[src/rtl/uart_wake_rx_pkg.sv]
package uart_wake_rx_pkg;

    localparam int CHAR_BITS_MAX = 9;

    typedef enum logic {
        WAKE_ON_IDLE = 1'b0,
        WAKE_ON_ADDR = 1'b1
    } wake_mode_e;

    typedef struct packed {
        logic [CHAR_BITS_MAX-1:0] data;
        logic                     frame_err;
        logic                     noise;
    } rx_char_t;

    function automatic logic vote3(input logic [2:0] s);
        return (s[0] & s[1]) | (s[0] & s[2]) | (s[1] & s[2]);
    endfunction

    function automatic logic split3(input logic [2:0] s);
        return (s != 3'b000) && (s != 3'b111);
    endfunction

endpackage

[src/rtl/uart_rx_vote.sv]
module uart_rx_vote (
    input  logic       clk,
    input  logic       rst,
    input  logic       take,
    input  logic       rxd,
    output logic [2:0] triple
);
    logic [1:0] held;

    always_ff @(posedge clk) begin
        if (rst) held <= 2'b00;
        else if (take) held <= {held[0], rxd};
    end

    assign triple = {held, rxd};
endmodule

[src/rtl/uart_rx_framer.sv]
module uart_rx_framer
    import uart_wake_rx_pkg::*;
#(
    parameter int OVS = 16
) (
    input  logic     clk,
    input  logic     rst,
    input  logic     tick,
    input  logic     rxd,
    input  logic     nine_bit,
    output logic     done,
    output rx_char_t result
);
    localparam int PW = $clog2(OVS) + 1;
    localparam logic [PW-1:0] RT_FIRST = PW'(OVS / 2);
    localparam logic [PW-1:0] RT_LAST  = PW'(OVS / 2 + 2);
    localparam logic [PW-1:0] RT_END   = PW'(OVS);

    logic          busy, prev_hi, noise_acc;
    logic [PW-1:0] rt, rt_now;
    logic [3:0]    bit_idx, last_idx;
    logic [CHAR_BITS_MAX-1:0] shreg;
    logic [2:0]    triple;
    logic          take, at_vote, v, d;

    assign rt_now   = (rt == RT_END) ? PW'(1) : rt + PW'(1);
    assign last_idx = nine_bit ? 4'd10 : 4'd9;
    assign take     = busy & tick & (rt_now >= RT_FIRST) & (rt_now < RT_LAST);
    assign at_vote  = busy & tick & (rt_now == RT_LAST);
    assign v        = vote3(triple);
    assign d        = split3(triple);

    uart_rx_vote u_vote (
        .clk   (clk),
        .rst   (rst),
        .take  (take),
        .rxd   (rxd),
        .triple(triple)
    );

    always_ff @(posedge clk) begin
        if (rst) begin
            busy      <= 1'b0;
            prev_hi   <= 1'b0;
            noise_acc <= 1'b0;
            rt        <= '0;
            bit_idx   <= '0;
            shreg     <= '0;
        end else if (tick) begin
            prev_hi <= rxd;
            if (!busy) begin
                if (prev_hi && !rxd) begin
                    busy      <= 1'b1;
                    rt        <= PW'(1);
                    bit_idx   <= '0;
                    noise_acc <= 1'b0;
                    shreg     <= '0;
                end
            end else begin
                rt <= rt_now;
                if (rt_now == RT_END) bit_idx <= bit_idx + 4'd1;
                if (at_vote) begin
                    if (bit_idx == 4'd0) begin
                        if (triple != 3'b000) busy <= 1'b0;
                    end else if (bit_idx == last_idx) begin
                        busy <= 1'b0;
                    end else begin
                        for (int i = 0; i < CHAR_BITS_MAX; i++)
                            if (bit_idx == 4'(i + 1)) shreg[i] <= v;
                        noise_acc <= noise_acc | d;
                    end
                end
            end
        end
    end

    assign done             = at_vote & (bit_idx == last_idx);
    assign result.data      = nine_bit ? shreg : {1'b0, shreg[7:0]};
    assign result.frame_err = ~v;
    assign result.noise     = noise_acc | d;


    bit_idx_bound_chk: assert property (@(posedge clk) disable iff (rst)
        busy |-> (bit_idx <= 4'd10));


    rt_range_chk: assert property (@(posedge clk) disable iff (rst)
        busy |-> (rt >= PW'(1) && rt <= RT_END));
endmodule

[src/rtl/uart_rx_wake.sv]
module uart_rx_wake
    import uart_wake_rx_pkg::*;
#(
    parameter int OVS = 16
) (
    input  logic       clk,
    input  logic       rst,
    input  logic       tick,
    input  logic       rxd,
    input  logic       nine_bit,
    input  wake_mode_e wake_mode,
    input  logic       standby_req,
    input  logic       smartcard_en,
    input  logic       done,
    input  logic       msb,
    output logic       standby,
    output logic       deliver
);
    localparam int CW = $clog2(11 * OVS + 1);
    localparam logic [CW-1:0] IDLE8 = CW'(10 * OVS - 1);
    localparam logic [CW-1:0] IDLE9 = CW'(11 * OVS - 1);

    logic [CW-1:0] idle_cnt, idle_lim;
    logic          idle_hit, addr_hit;

    assign idle_lim = nine_bit ? IDLE9 : IDLE8;
    assign idle_hit = standby & (wake_mode == WAKE_ON_IDLE) & tick & rxd
                      & (idle_cnt == idle_lim);
    assign addr_hit = standby & (wake_mode == WAKE_ON_ADDR) & done & msb;
    assign deliver  = done & (~standby | addr_hit);

    always_ff @(posedge clk) begin
        if (rst) begin
            standby  <= 1'b0;
            idle_cnt <= '0;
        end else begin
            if (smartcard_en)              standby <= 1'b0;
            else if (standby_req)          standby <= 1'b1;
            else if (idle_hit || addr_hit) standby <= 1'b0;

            if (standby_req || !standby) idle_cnt <= '0;
            else if (tick) begin
                if (!rxd) idle_cnt <= '0;
                else if (idle_cnt != IDLE9) idle_cnt <= idle_cnt + CW'(1);
            end
        end
    end


    standby_sc_chk: assert property (@(posedge clk) disable iff (rst)
        smartcard_en |=> !standby);


    standby_entry_chk: assert property (@(posedge clk) disable iff (rst)
        $rose(standby) |-> $past(standby_req));
endmodule

[src/rtl/uart_wake_rx.sv]
module uart_wake_rx
    import uart_wake_rx_pkg::*;
#(
    parameter int OVS = 16
) (
    input  logic       clk,
    input  logic       rst,
    input  logic       rt_tick,
    input  logic       rxd,
    input  logic       nine_bit,
    input  logic       wake_sel,
    input  logic       standby_req,
    input  logic       smartcard_en,
    output logic [8:0] rx_data,
    output logic       rx_valid,
    output logic       frame_err,
    output logic       noise_err,
    output logic       in_standby
);
    rx_char_t   ch;
    logic       done, deliver, msb;
    wake_mode_e wmode;

    assign wmode = wake_mode_e'(wake_sel);
    assign msb   = nine_bit ? ch.data[8] : ch.data[7];

    uart_rx_framer #(.OVS(OVS)) u_framer (
        .clk     (clk),
        .rst     (rst),
        .tick    (rt_tick),
        .rxd     (rxd),
        .nine_bit(nine_bit),
        .done    (done),
        .result  (ch)
    );

    uart_rx_wake #(.OVS(OVS)) u_wake (
        .clk         (clk),
        .rst         (rst),
        .tick        (rt_tick),
        .rxd         (rxd),
        .nine_bit    (nine_bit),
        .wake_mode   (wmode),
        .standby_req (standby_req),
        .smartcard_en(smartcard_en),
        .done        (done),
        .msb         (msb),
        .standby     (in_standby),
        .deliver     (deliver)
    );

    always_ff @(posedge clk) begin
        if (rst) begin
            rx_valid  <= 1'b0;
            rx_data   <= '0;
            frame_err <= 1'b0;
            noise_err <= 1'b0;
        end else begin
            rx_valid <= deliver;
            if (deliver) begin
                rx_data   <= ch.data;
                frame_err <= ch.frame_err;
                noise_err <= ch.noise;
            end
        end
    end


    valid_standby_chk: assert property (@(posedge clk) disable iff (rst)
        rx_valid |-> (!in_standby || $past(standby_req)));


    valid_tick_chk: assert property (@(posedge clk) disable iff (rst)
        rx_valid |-> $past(rt_tick));


    valid_pulse_chk: assert property (@(posedge clk) disable iff (rst)
        rx_valid |=> !rx_valid);
endmodule

[config.mk]
export PLATFORM = sky130hd
export DESIGN_NAME = uart_wake_rx
export DESIGN_NICKNAME = d
export VERILOG_FILES = /design/src/rtl/uart_wake_rx_pkg.sv /design/src/rtl/uart_rx_vote.sv /design/src/rtl/uart_rx_framer.sv /design/src/rtl/uart_rx_wake.sv /design/src/rtl/uart_wake_rx.sv
export SDC_FILE = /design/constraint.sdc
export NUM_CORES = 1
export LEC_CHECK = 0
export ABC_AREA = 1
export BUFFER_PORTS_ARGS = -buffer_cell sky130_fd_sc_hd__buf_4
export CELL_PAD_IN_SITES_DETAIL_PLACEMENT = 1
export CELL_PAD_IN_SITES_GLOBAL_PLACEMENT = 1
export CORE_MARGIN = 5
export CORE_UTILIZATION = 43
export DETAILED_ROUTE_END_ITERATION = 7
export PLACE_DENSITY_LB_ADDON = 0.12
export SETUP_SLACK_MARGIN = 0.2
export SLEW_MARGIN = 0
export SYNTH_ARGS = -nofsm -noshare
export SYNTH_HDL_FRONTEND = slang
export SYNTH_SLANG_ARGS = --single-unit
[constraint.sdc]
create_clock -name clk -period 2.36 [get_ports clk]
set_clock_uncertainty 0.1 [all_clocks]
set_input_delay 0.472 -clock clk [delete_from_list [all_inputs] [get_ports clk]]
set_output_delay 0.472 -clock clk [all_outputs]
set_load 0.05 [all_outputs]
==> results.md, run 1 <==
* Vias at 2,416
* Post-Synth XOR/XNOR Area at between 1 and 1.5%
* Period Utilization, post-route at approximately four fifths
* Grt met3 use at roughly 3.9%
* Final hold slack at 0.2975 ns
* Clock Pin Slew Worst Setup and Hold Paths at ~0.09 ns
* Worst setup SP type: flip-flop
* Top FF cell, synth: dfxtp_1
* Setup WS pre-CTS at just under 0.4 ns
* YS warnings at 0
* Die width at about 88 µm
* CTS sink cnt at 44
* Adder-cell share of the synthesized area at under 10%
* Detailed Route Iter0 Violations at 83
* Core Area at between 5000 and 6000 µm²
* Vias in the first global route at 2,340
* # Max-Cap Violations at 0
* Largest net degree at the start of global routing at 22
* Pre-antenna DRT Iters at 4
* CP Class: flip-flop to flip-flop
* Mux contribution to synthesized area at 0%
* Synth Net Count at 403
* Compound-Gate Fraction of Synth Area at between 10% and 20%
* Routing usage on met1 at around a fifth
* Syn_area_per_cell at about 6.7 µm²
* Worst Path Max Fanout at 11
* Starting Density at 44.05%
* Power Density at 498.6 nW/µm²
* Syn Inst Count at around 390
* Slowest cell on the critical path: dfxtp_1
* Clock buffer count from CTS at 5
* HP Class: input port to flip-flop
* Yosys reg bits at 44
* Asr flop ratio synth at 0%
* Mapped Area at between 2000 and 3000 µm²
* Clk Latency, worst-skew pair at approximately 0.3 ns
* DRT Wirelength at 6380 µm
* Clock root buffer: clkbuf_8
* Via/cell ratio at approximately 5
* NumNets Final at 423
* Htree depth at 2
* Port Buffers at 20
* Period minus WS final at slightly below 2 ns
* Area growth syn-to-layout at 11.44%
* Routability congestion estimate at 0.7799
* CP dominant cell by count: nand2_1
* Crit-path max cell delay at 0.43 ns
* Number of synthesized flops with an enable pin at 0
* Measured slew at the worst slew-check pin at 0.4372 ns
* Rows at 28
* Final setup violation count at 0
* CTS tree: yes
* HPWL Detailed at about 4700 µm
* Worst Path Arrival at approximately 2.1 ns
* Hold_buf cts at 0
* Simple-gate share of the synthesized area at between 30 and 40%
* Die ar. at about 7700 µm²
* Seq/Total Area, Yosys at about a third
* Routed length per instance at around 13 µm
* Setup TNS at 0 ns
* Unrepaired setup endpoints after global routing: yes
* Critical path capture point type: flip-flop
* Fin worst setup slack at between 0.4 and 0.5 ns
* Clock buffer depth at 2
* Leakage power at about 1.4 nW
* Final slew viol count at 0
* Final ANT Viol Nets at 0
* IO Pins at 21
* Fillcell total at 799
* Status: completed
* Initial antenna violation count at 0
* Total GRT Usage at approximately 17%
* Drt drc at 0
* Distinct cells, synth at 39
* Layout cells sized above 1 at approximately 15%
* Met2 usage at between 20 and 30%
* Worst Path Required at 2.51 ns
* Critical-path cell list: ha_1, nand2_1, inv_1, nor2_1, nand2_2, nand3_2, nor2_4, o211ai_4, nand2_1, nand2_1, nor2_1
* Worst VDD drop at 0.3026 mV
* Layer with the highest usage: met2
* Die Span Y at 87.65 µm
* Rel. slew slack at a little over two thirds
* Global-route wire length before repair at between 10,000 and 15,000 µm
* Final hold vios at 0
* Total gr overflow at 0
* Largest family of logic cells by synthesized area: simple AND/OR/NAND/NOR gates
* Inserted Diodes at 0
* Fmax at just over 500 MHz
[worst max-delay path, delay by kind of cell, from the launching register on]
family / cells / cell delay, ns
simple gates: 8 / 0.81
flops: 1 / 0.43
fa+ha+maj: 1 / 0.27
compound gates: 1 / 0.20
buf+inv: 1 / 0.06
[per-layer routing]
metal / up-vias / share of wire, %
met1: 1132 / 48
met5: - / 0
met2: 19 / 48
met4: 0 / 0.85
li1: 1260 / -
met3: 5 / 2.6
[placed cells by master, fill, tap and decap left out, types with 2 or more instances in the layout]
cell / netlist / layout
o2111ai_1: 2 / 2
nand2_2: 8 / 8
clkinv_2: 1 / 3
nor2_1: 52 / 52
a21oi_1: 20 / 20
ha_1: 9 / 9
o21ai_0: 13 / 13
nand3_1: 31 / 31
nand3_2: 2 / 2
inv_2: 3 / 3
nand2_1: 87 / 87
o211ai_4: 1 / 2
o21ai_1: 2 / 2
nor2_2: 2 / 2
nor3_1: 4 / 4
xor2_1: 4 / 4
dfxtp_1: 44 / 44
inv_1: 60 / 60
clkbuf_8: 0 / 6
nor2_4: 3 / 3
buf_4: 5 / 24
nand4_1: 12 / 12
[per-stage QoR]
| step | util (%) | std cells | cell area [µm²] | power, mW |
|---|---|---|---|---|
| CTS | 48.72 | 481 | 2868 | 1.461 |
| finish | 49.09 | 482 | 2889 | 1.440 |
| detailed placement | 47.15 | 473 | 2775 | 0.9515 |
| floorplan | - | 386 | 2592 | 0.9078 |
| global placement | 47.15 | 473 | 2775 | 0.9438 |
| global route | 49.09 | 482 | 2889 | 1.512 |
[cells by family (layout without fill, tap and decap cells)]
logic type / count (synthesis) / count (layout)
AO/OA/AOI/OAI: 44 / 45
XOR/XNOR: 4 / 4
adder cells (fa/ha/maj): 9 / 9
buffers and inverters: 76 / 96
flip-flops: 44 / 44
AND/OR/NAND/NOR: 209 / 209
[final cells by class]
| cell class | count | area (µm²) | share of cell area [%] |
|---|---|---|---|
| clock buffers | 6 | 82.58 | 2.858 |
| clock inverters | 2 | 10.01 | 0.3465 |
| inverters | 64 | 241.5 | 8.359 |
| multi-input cells | 267 | 1400 | 48.46 |
| flip-flops and latches | 44 | 880.8 | 30.49 |
| well taps | 75 | 93.84 | 3.248 |
| repair buffers | 24 | 180.2 | 6.236 |
[registers in the layout, indices dropped and copies added (netlist names)]
register	count
rx_data	9
u_framer.shreg	9
u_wake.idle_cnt	8
u_framer.rt	5
u_framer.bit_idx	4
u_framer.u_vote.held	2
frame_err	1
noise_err	1
rx_valid	1
u_framer.busy	1
u_framer.noise_acc	1
u_framer.prev_hi	1
u_wake.standby	1
[worst paths after layout]
| path | start | end | slack (ns) | cells after the start |
|---|---|---|---|---|
| setup reg to reg | u_framer.rt[1] | frame_err | 0.43 | 11 |
| setup / recovery | u_framer.rt[1] | frame_err | 0.43 | 11 |
| hold reg to reg | u_framer.noise_acc | u_framer.noise_acc | 0.38 | 2 |
| hold / removal | smartcard_en | u_wake.standby | 0.30 | 3 |
[power breakdown]
part / internal [mW] / switching (mW) / total (mW)
combinational: 0.0533 / 0.110 / 0.163
clock: 0.234 / 0.273 / 0.507
sequential: 0.758 / 0.0127 / 0.770
total: 1.05 / 0.395 / 1.44
[synth_stat cells (2+ instances only)]
library cell	count	area, µm²
nand3_2	2	20.02
buf_4	5	37.54
dfxtp_1	44	880.8
nand3_1	31	155.2
nor3_1	4	20.02
nand4_1	12	75.07
nor2_2	2	12.51
ha_1	9	112.6
xor2_1	4	35.03
inv_2	3	11.26
buf_6	3	33.78
nor2_4	3	33.78
a21oi_1	20	100.1
o21ai_1	2	10.01
o2111ai_1	2	17.52
nand2_1	87	326.6
nor2_1	52	195.2
clkbuf_1	2	7.510
nand2_2	8	50.05
inv_1	60	225.2
o21ai_0	13	65.06
[repair_timing]
action                                  CTS  global route
buffers inserted                          0             0
endpoints found under the setup margin    0             9
resized for setup                         0             1
No activity file was read; power rests on OpenSTA's default activity.
==> run 2: changes to the inputs <==
--- a/config.mk
+++ b/config.mk
@@ -10,7 +10,7 @@
 export CELL_PAD_IN_SITES_DETAIL_PLACEMENT = 1
 export CELL_PAD_IN_SITES_GLOBAL_PLACEMENT = 1
 export CORE_MARGIN = 5
-export CORE_UTILIZATION = 43
+export CORE_UTILIZATION = 38
 export DETAILED_ROUTE_END_ITERATION = 7
 export PLACE_DENSITY_LB_ADDON = 0.12
 export SETUP_SLACK_MARGIN = 0.2
==> constraint.sdc (replaced) <==
create_clock -name clk -period 1.7 [get_ports clk]
set_clock_uncertainty 0.1 [all_clocks]
set_input_delay 0.34 -clock clk [delete_from_list [all_inputs] [get_ports clk]]
set_output_delay 0.34 -clock clk [all_outputs]
set_load 0.05 [all_outputs]
==> run 2 against run 1 <==
- cell count up 9.8%
- sequential power up 39%
- utilization up 3.3 points
- design area up 22%
- fmax up 14%
- sequential share of layout area down 5.0 points
- power up 41%
- clock power up 29%
- first-iteration DRC count down 45%
- largest power group unchanged
- highest routed layer unchanged
==> results.md, run 2 (synthesis gave the netlist of run 1 again) <==
* Comb power frac at 15.3% (+4.0 points)
* Fmax at 592.1 MHz (+14%)
* Clock root buffer: clkbuf_8
* Drt drc at 0 (unchanged)
* HPWL Detailed at 4915 µm (+4.1%)
* Hold_buf cts at 0 (unchanged)
* Most common cell after layout, fill and taps aside: nand2_1
* Most frequent cells in the layout: nand2_1, buf_4, inv_1
* Total GRT Usage at 16.99% (-0.029 points)
* Area growth syn-to-layout at 35.86%
* Placed insts at 505 (+6.8%)
* Die width at 92.60 µm (+5.6%)
* Power Density at 576.6 nW/µm² (+16%)
* Slowest cell on the critical path: dfxtp_4
* Finished Layout Cells at 529 (+9.8%)
* Seq. cell area at 898.4 µm² (+2.0%)
* Layout cells sized above 1 at 33.85% (+19 points)
* DRT Wirelength at 7342 µm (+15%)
* Rel. slew slack at 59.54% (-11 points)
* Largest delay share family, worst path: simple AND/OR/NAND/NOR gates
* Vias at 2,605 (+7.8%)
* Final setup violation count at 0 (unchanged)
* Switch Pwr at 578.8 µW (+46%)
* Starting Density at 38.58% (-5.5 points)
* Fillcell total at 870 (+8.9%)
* Core Area at 6719 µm² (+14%)
* Measured slew at the worst slew-check pin at 0.6034 ns (+0.1662 ns)
* Clock buffer count from CTS at 5 (unchanged)
* Clock buffer depth at 2 (unchanged)
* Die Span Y at 92.60 µm (+5.6%)
* Int Pwr at 1.452 mW (+39%)
* IO Pins at 21 (unchanged)
* CTS sink cnt at 44 (unchanged)
* Die ar. at 8574 µm² (+12%)
* Via/cell ratio at 4.924 (-1.8%)
* Final hold vios at 0 (unchanged)
* Worst setup SP type: flip-flop
* CTS tree: yes
* Setup TNS at 0 ns (unchanged)
* Period minus WS final at 1.689 ns (-0.2373 ns)
* Total gr overflow at 0 (unchanged)
* Vias in the first global route at 2,511 (+7.3%)
* Global-route wire length before repair at 11,670 µm (+11%)
* Worst Path Max Fanout at 6 (-5)
* Worst Path Required at 1.84 ns (-0.67 ns)
* Final hold slack at 0.1549 ns (-0.1426 ns)
* Critical path capture point type: flip-flop
* Clock Pin Slew Worst Setup and Hold Paths at 0.09 ns (about the same)
* Power Total at 2.031 mW (+41%)
* Detailed Route Iter0 Violations at 46 (-45%)
* Crit-path max cell delay at 0.39 ns (-0.04 ns)
* Worst Path Arrival at 1.83 ns (-0.25 ns)
* Footprint of the multi-input gates at 1649 µm² (+18%)
* Reg power frac at 52.5% (-1.0 points)
* Initial antenna violation count at 0 (unchanged)
* CP Class: flip-flop to flip-flop
* Period Utilization, post-route at 99.34% (+18 points)
* Inserted Diodes at 0 (unchanged)
* Largest net degree at the start of global routing at 23 (+4.5%)
* Final slew viol count at 0 (unchanged)
* HP Class: input port to flip-flop
* Critical-path cell list: ha_4, nand2_2, inv_2, nor2_4, nand2_2, nand3_2, nor2_4, buf_12, o211ai_4, nand2_1, nand2_1, nor2_1
* Rows at 30 (+7.1%)
* # Max-Cap Violations at 0 (unchanged)
* NumNets Final at 466 (+10%)
* Htree depth at 2 (unchanged)
* Final ANT Viol Nets at 0 (unchanged)
* Pre-antenna DRT Iters at 4 (unchanged)
* Leakage power at 1.605 nW (+18%)
* Regs by FF count: rx_data (9), u_framer.shreg (9), u_wake.idle_cnt (8)
* Clk Latency, worst-skew pair at 0.30 ns (about the same)
* Routability congestion estimate at 0.7851 (+0.67%)
* Switch share at 28.50% (+1.1 points)
* CP bufs+invs at 2 (+1)
* Clock share of power at 32.2% (-3.0 points)
* Worst VDD drop at 0.3039 mV (+0.41%)
* Port Buffers at 20 (unchanged)
* Unrepaired setup endpoints after global routing: yes
* Status: completed
* Routed length per instance at 13.88 µm (+4.9%)
-- run 2: cell count changes in the layout (fill, tap and decap cells not counted), sizes merged --
cell      delta
buf         +41
clkbuf       -1
clkinv       -1
clkinvlp     +3
inv          -2
o211ai       +2
-- run 2: tightest hold or removal path: cells and delay by family --
family | cells | cell delay, ns
AO/OA/AOI/OAI | 1 | 0.03
buffers and inverters | 1 | 0.07
AND/OR/NAND/NOR | 1 | 0.08
-- run 2: final timing paths --
path / from / end / slack (ns) / depth (start not counted)
setup / recovery: u_framer.rt[1] / frame_err / 0.01 / 12
hold / removal: smartcard_en / u_wake.standby / 0.15 / 3
setup reg to reg: u_framer.rt[1] / frame_err / 0.01 / 12
hold reg to reg: u_framer.shreg[1] / rx_data[1] / 0.38 / 2
-- run 2: power groups by stage --
stage	logic (mW)	clock network (mW)	registers, mW
floorplan	0.173	0	1.09
global placement	0.261	0	1.09
detailed placement	0.267	0	1.09
CTS	0.292	0.689	1.07
global route	0.344	0.729	1.07
finish	0.311	0.654	1.07
-- run 2: what timing repair did --
action                                  4_1_cts  5_1_grt
resized for setup                            40       25
pin swaps                                    18       18
endpoints found under the hold margin         0        0
buffers inserted                             10        4
endpoints found under the setup margin       38       43
gates cloned                                  3        0
-- run 2: routing by layer --
metal	share of wire (%)	global-route usage (%)	wire length, µm
met1	44	19.69	3204
met4	1.0	4.455	76
met3	2.2	2.924	165
met5	0	0	0
met2	53	31.90	3895
-- run 2: layout make-up --
| type | instances | area share [%] |
|---|---|---|
| Tap cell | 80 | 2.842 |
| Clock buffer | 5 | 1.954 |
| Multi-Input combinational cell | 269 | 46.82 |
| Sequential cell | 44 | 25.51 |
| Inverter | 64 | 7.282 |
| Timing Repair Buffer | 65 | 15.24 |
| Clock inverter | 2 | 0.3552 |
-- run 2: metrics by stage --
stage	cell area (µm²)	setup WS [ns]	util (%)
2_1_floorplan	2624	0.1152	-
3_3_place_gp	3030	0.01238	45.10
3_5_place_dp	3030	-0.06957	45.10
4_1_cts	3403	-0.01629	50.65
5_1_grt	3522	-0.1172	52.42
6_report	3522	0.01123	52.42
==> run 3: changes to the inputs <==
==> constraint.sdc (replaced) <==
create_clock -name clk -period 1.39 [get_ports clk]
set_clock_uncertainty 0.1 [all_clocks]
set_input_delay 0.278 -clock clk [delete_from_list [all_inputs] [get_ports clk]]
set_output_delay 0.278 -clock clk [all_outputs]
set_load 0.05 [all_outputs]
==> run 3 against run 2 <==
- the run now ends with setup timing left
- sequential power increased by 21%
- combinational power up 63%
- count of clock-buffer cells in the layout up 1
- utilization up 9.1 points
- design area up 17%
- first-iteration DRC count is 28% higher
- register-to-register slack worse by 0.41 ns
- critical endpoint is now u_framer.rt[4]
- largest power group unchanged
==> results.md, run 3 (synthesis gave the netlist of run 1 again) <==
* Clock share of power at 32.9% (+0.7 points)
* Drt drc at 0 (unchanged)
* Clk Latency, worst-skew pair at 0.31 ns (about the same)
* Final instance area at 4131 µm² (+17%)
* Measured slew at the worst slew-check pin at 0.6471 ns (+0.04373 ns)
* Routed length per instance at 16.01 µm (+15%)
* Period Utilization, post-route at 128.7% (+29 points)
* Comb power frac at 18.8% (+3.5 points)
* Final hold slack at 0.1054 ns (-0.04952 ns)
* Worst setup SP type: flip-flop
* Clock root buffer: clkbuf_8
* HPWL Detailed at 5493 µm (+12%)
* Most frequent cells in the layout: buf_4, nand2_1, inv_1
* Reg-to-Reg End: u_framer.rt[4]
* Worst-case reg-to-reg path depth at 13 (+1)
* Rows at 30 (unchanged)
* Core Area at 6719 µm² (unchanged)
* Setup WS pre-CTS at -0.3819 ns (-0.3123 ns)
* Vias in the first global route at 2,926 (+17%)
* Worst Path Arrival at 1.88 ns (+0.05 ns)
* Worst Setup EP: u_framer.rt[4]
* Worst VDD drop at 0.3600 mV (+18%)
* Power Density at 651.9 nW/µm² (+13%)
* Htree depth at 2 (unchanged)
* Violated checks: setup timing
* Clock buffer count from CTS at 5 (unchanged)
* Period minus WS final at 1.789 ns (+0.1001 ns)
* # Max-Cap Violations at 0 (unchanged)
* Routability congestion estimate at 0.7840 (-0.14%)
* Pre-antenna DRT Iters at 4 (unchanged)
* Most common cell after layout, fill and taps aside: buf_4
* Final setup violation count at 40 (+40)
* Switch Pwr at 795.1 µW (+37%)
* DRT Wirelength at 9075 µm (+24%)
* Initial antenna violation count at 0 (unchanged)
* Vias at 2,917 (+12%)
* Worst Path Required at 1.48 ns (-0.36 ns)
* Die width at 92.60 µm (unchanged)
* HP Class: input port to flip-flop
* Die ar. at 8574 µm² (unchanged)
* Worst Path Max Fanout at 4 (-2)
* Power Total at 2.693 mW (+33%)
* Seq. cell area at 920.9 µm² (+2.5%)
* Final ANT Viol Nets at 0 (unchanged)
* Reg power frac at 48.3% (-4.2 points)
* Regs by FF count: rx_data (9), u_framer.shreg (9), u_wake.idle_cnt (8)
* Final hold vios at 0 (unchanged)
* Placed insts at 539 (+6.7%)
* Unrepaired setup endpoints after global routing: yes
* Finished Layout Cells at 567 (+7.2%)
* Area growth syn-to-layout at 59.36%
* Setup TNS at -11.60 ns (-11.60 ns)
* Total gr overflow at 0 (unchanged)
* Switch share at 29.52% (+1.0 points)
* Starting Density at 38.58% (unchanged)
* Clock buffer depth at 2 (unchanged)
* Inserted Diodes at 0 (unchanged)
* CP Class: flip-flop to flip-flop
* Setup crit start: u_framer.rt[0]
* Dpl cell area at 3376 µm² (+11%)
* Die Span Y at 92.60 µm (unchanged)
* IO Pins at 21 (unchanged)
* Footprint of the multi-input gates at 1790 µm² (+8.6%)
* CTS tree: yes
* Reg-to-Reg Start: u_framer.rt[0]
* Hold_buf cts at 0 (unchanged)
* Leakage power at 1.859 nW (+16%)
* Critical path capture point type: flip-flop
* Final Util at 61.49% (+9.1 points)
* Global-route wire length before repair at 13,630 µm (+17%)
* Status: complete, but fails checks
* Port Buffers at 20 (unchanged)
* Int Pwr at 1.898 mW (+31%)
* Fin worst setup slack at -0.3989 ns (-0.4101 ns)
* Rel. slew slack at 56.61% (-2.9 points)
* Via/cell ratio at 5.145 (+4.5%)
* Clock Pin Slew Worst Setup and Hold Paths at 0.09 ns (about the same)
* Fillcell total at 824 (-5.3%)
* Final slew viol count at 0 (unchanged)
* Layout cells sized above 1 at 46.61% (+13 points)
* Total GRT Usage at 19.99% (+3.0 points)
* Detailed Route Iter0 Violations at 59 (+28%)
* CTS sink cnt at 44 (unchanged)
* FF-to-FF setup slack at -0.40 ns (-0.41 ns)
* Largest net degree at the start of global routing at 22 (-4.3%)
* NumNets Final at 503 (+7.9%)
* HP Start: smartcard_en
* Fmax at 559.0 MHz (-5.6%)
## run 3: cell types whose count changed in the layout (fill, tap and decap cells not counted), moves of 5 or more
cell / change
dfxtp_1: -12
nand3_1: -13
buf_6: +9
buf_8: +11
buf_4: +14
dfxtp_2: +9
nand3_2: +11
a21oi_1: -5
## run 3: area by class of cell
type | instances | share of cell area [%]
clock buffer | 6 | 1.999
clock inverter | 2 | 0.2423
inverter | 64 | 6.027
multi-input combinational | 269 | 43.34
sequential | 44 | 22.29
tap | 80 | 2.423
timing repair buffer | 102 | 23.68
## run 3: worst min-delay path by stage
stage	end	depth (start not counted)
5_1_grt	u_wake.standby	3
3_5_place_dp	u_framer.noise_acc	2
3_3_place_gp	u_framer.noise_acc	2
2_1_floorplan	u_framer.noise_acc	1
4_1_cts	u_wake.standby	3
6_report	u_wake.standby	3
## run 3: timing repair
item	4_1_cts	5_1_grt
pin swaps	31	22
buffers inserted	12	2
gates resized for setup	60	63
cloned	3	3
setup endpoints to repair	55	55
## run 3: per-layer routing
| layer | part of all wire [%] | wire length (µm) | vias to the layer above | track usage, % |
|---|---|---|---|---|
| li1 | - | - | 1437 | - |
| met2 | 56 | 5098 | 42 | 38.97 |
| met5 | 0 | 0 | - | 0 |
| met3 | 1.9 | 169 | 23 | 2.681 |
| met4 | 3.1 | 278 | 0 | 5.074 |
| met1 | 39 | 3528 | 1415 | 22.53 |
## run 3: power groups by stage
stage               sequential [mW]  clock, mW  combinational [mW]
floorplan                      1.33          0               0.217
global placement               1.33          0               0.356
finish                         1.30      0.886               0.506
detailed placement             1.33          0               0.367
global route                   1.30      0.949               0.552
CTS                            1.30      0.892               0.402
## run 3: worst max-delay path, stage by stage (launching register included)
cell	delay [ns]
dfxtp_4	0.37
inv_4	0.06
ha_4	0.12
nand2_2	0.05
inv_2	0.07
nand2_4	0.08
buf_4	0.14
buf_6	0.10
buf_6	0.10
buf_6	0.10
buf_6	0.10
buf_4	0.13
nand4_1	0.08
a21oi_1	0.07
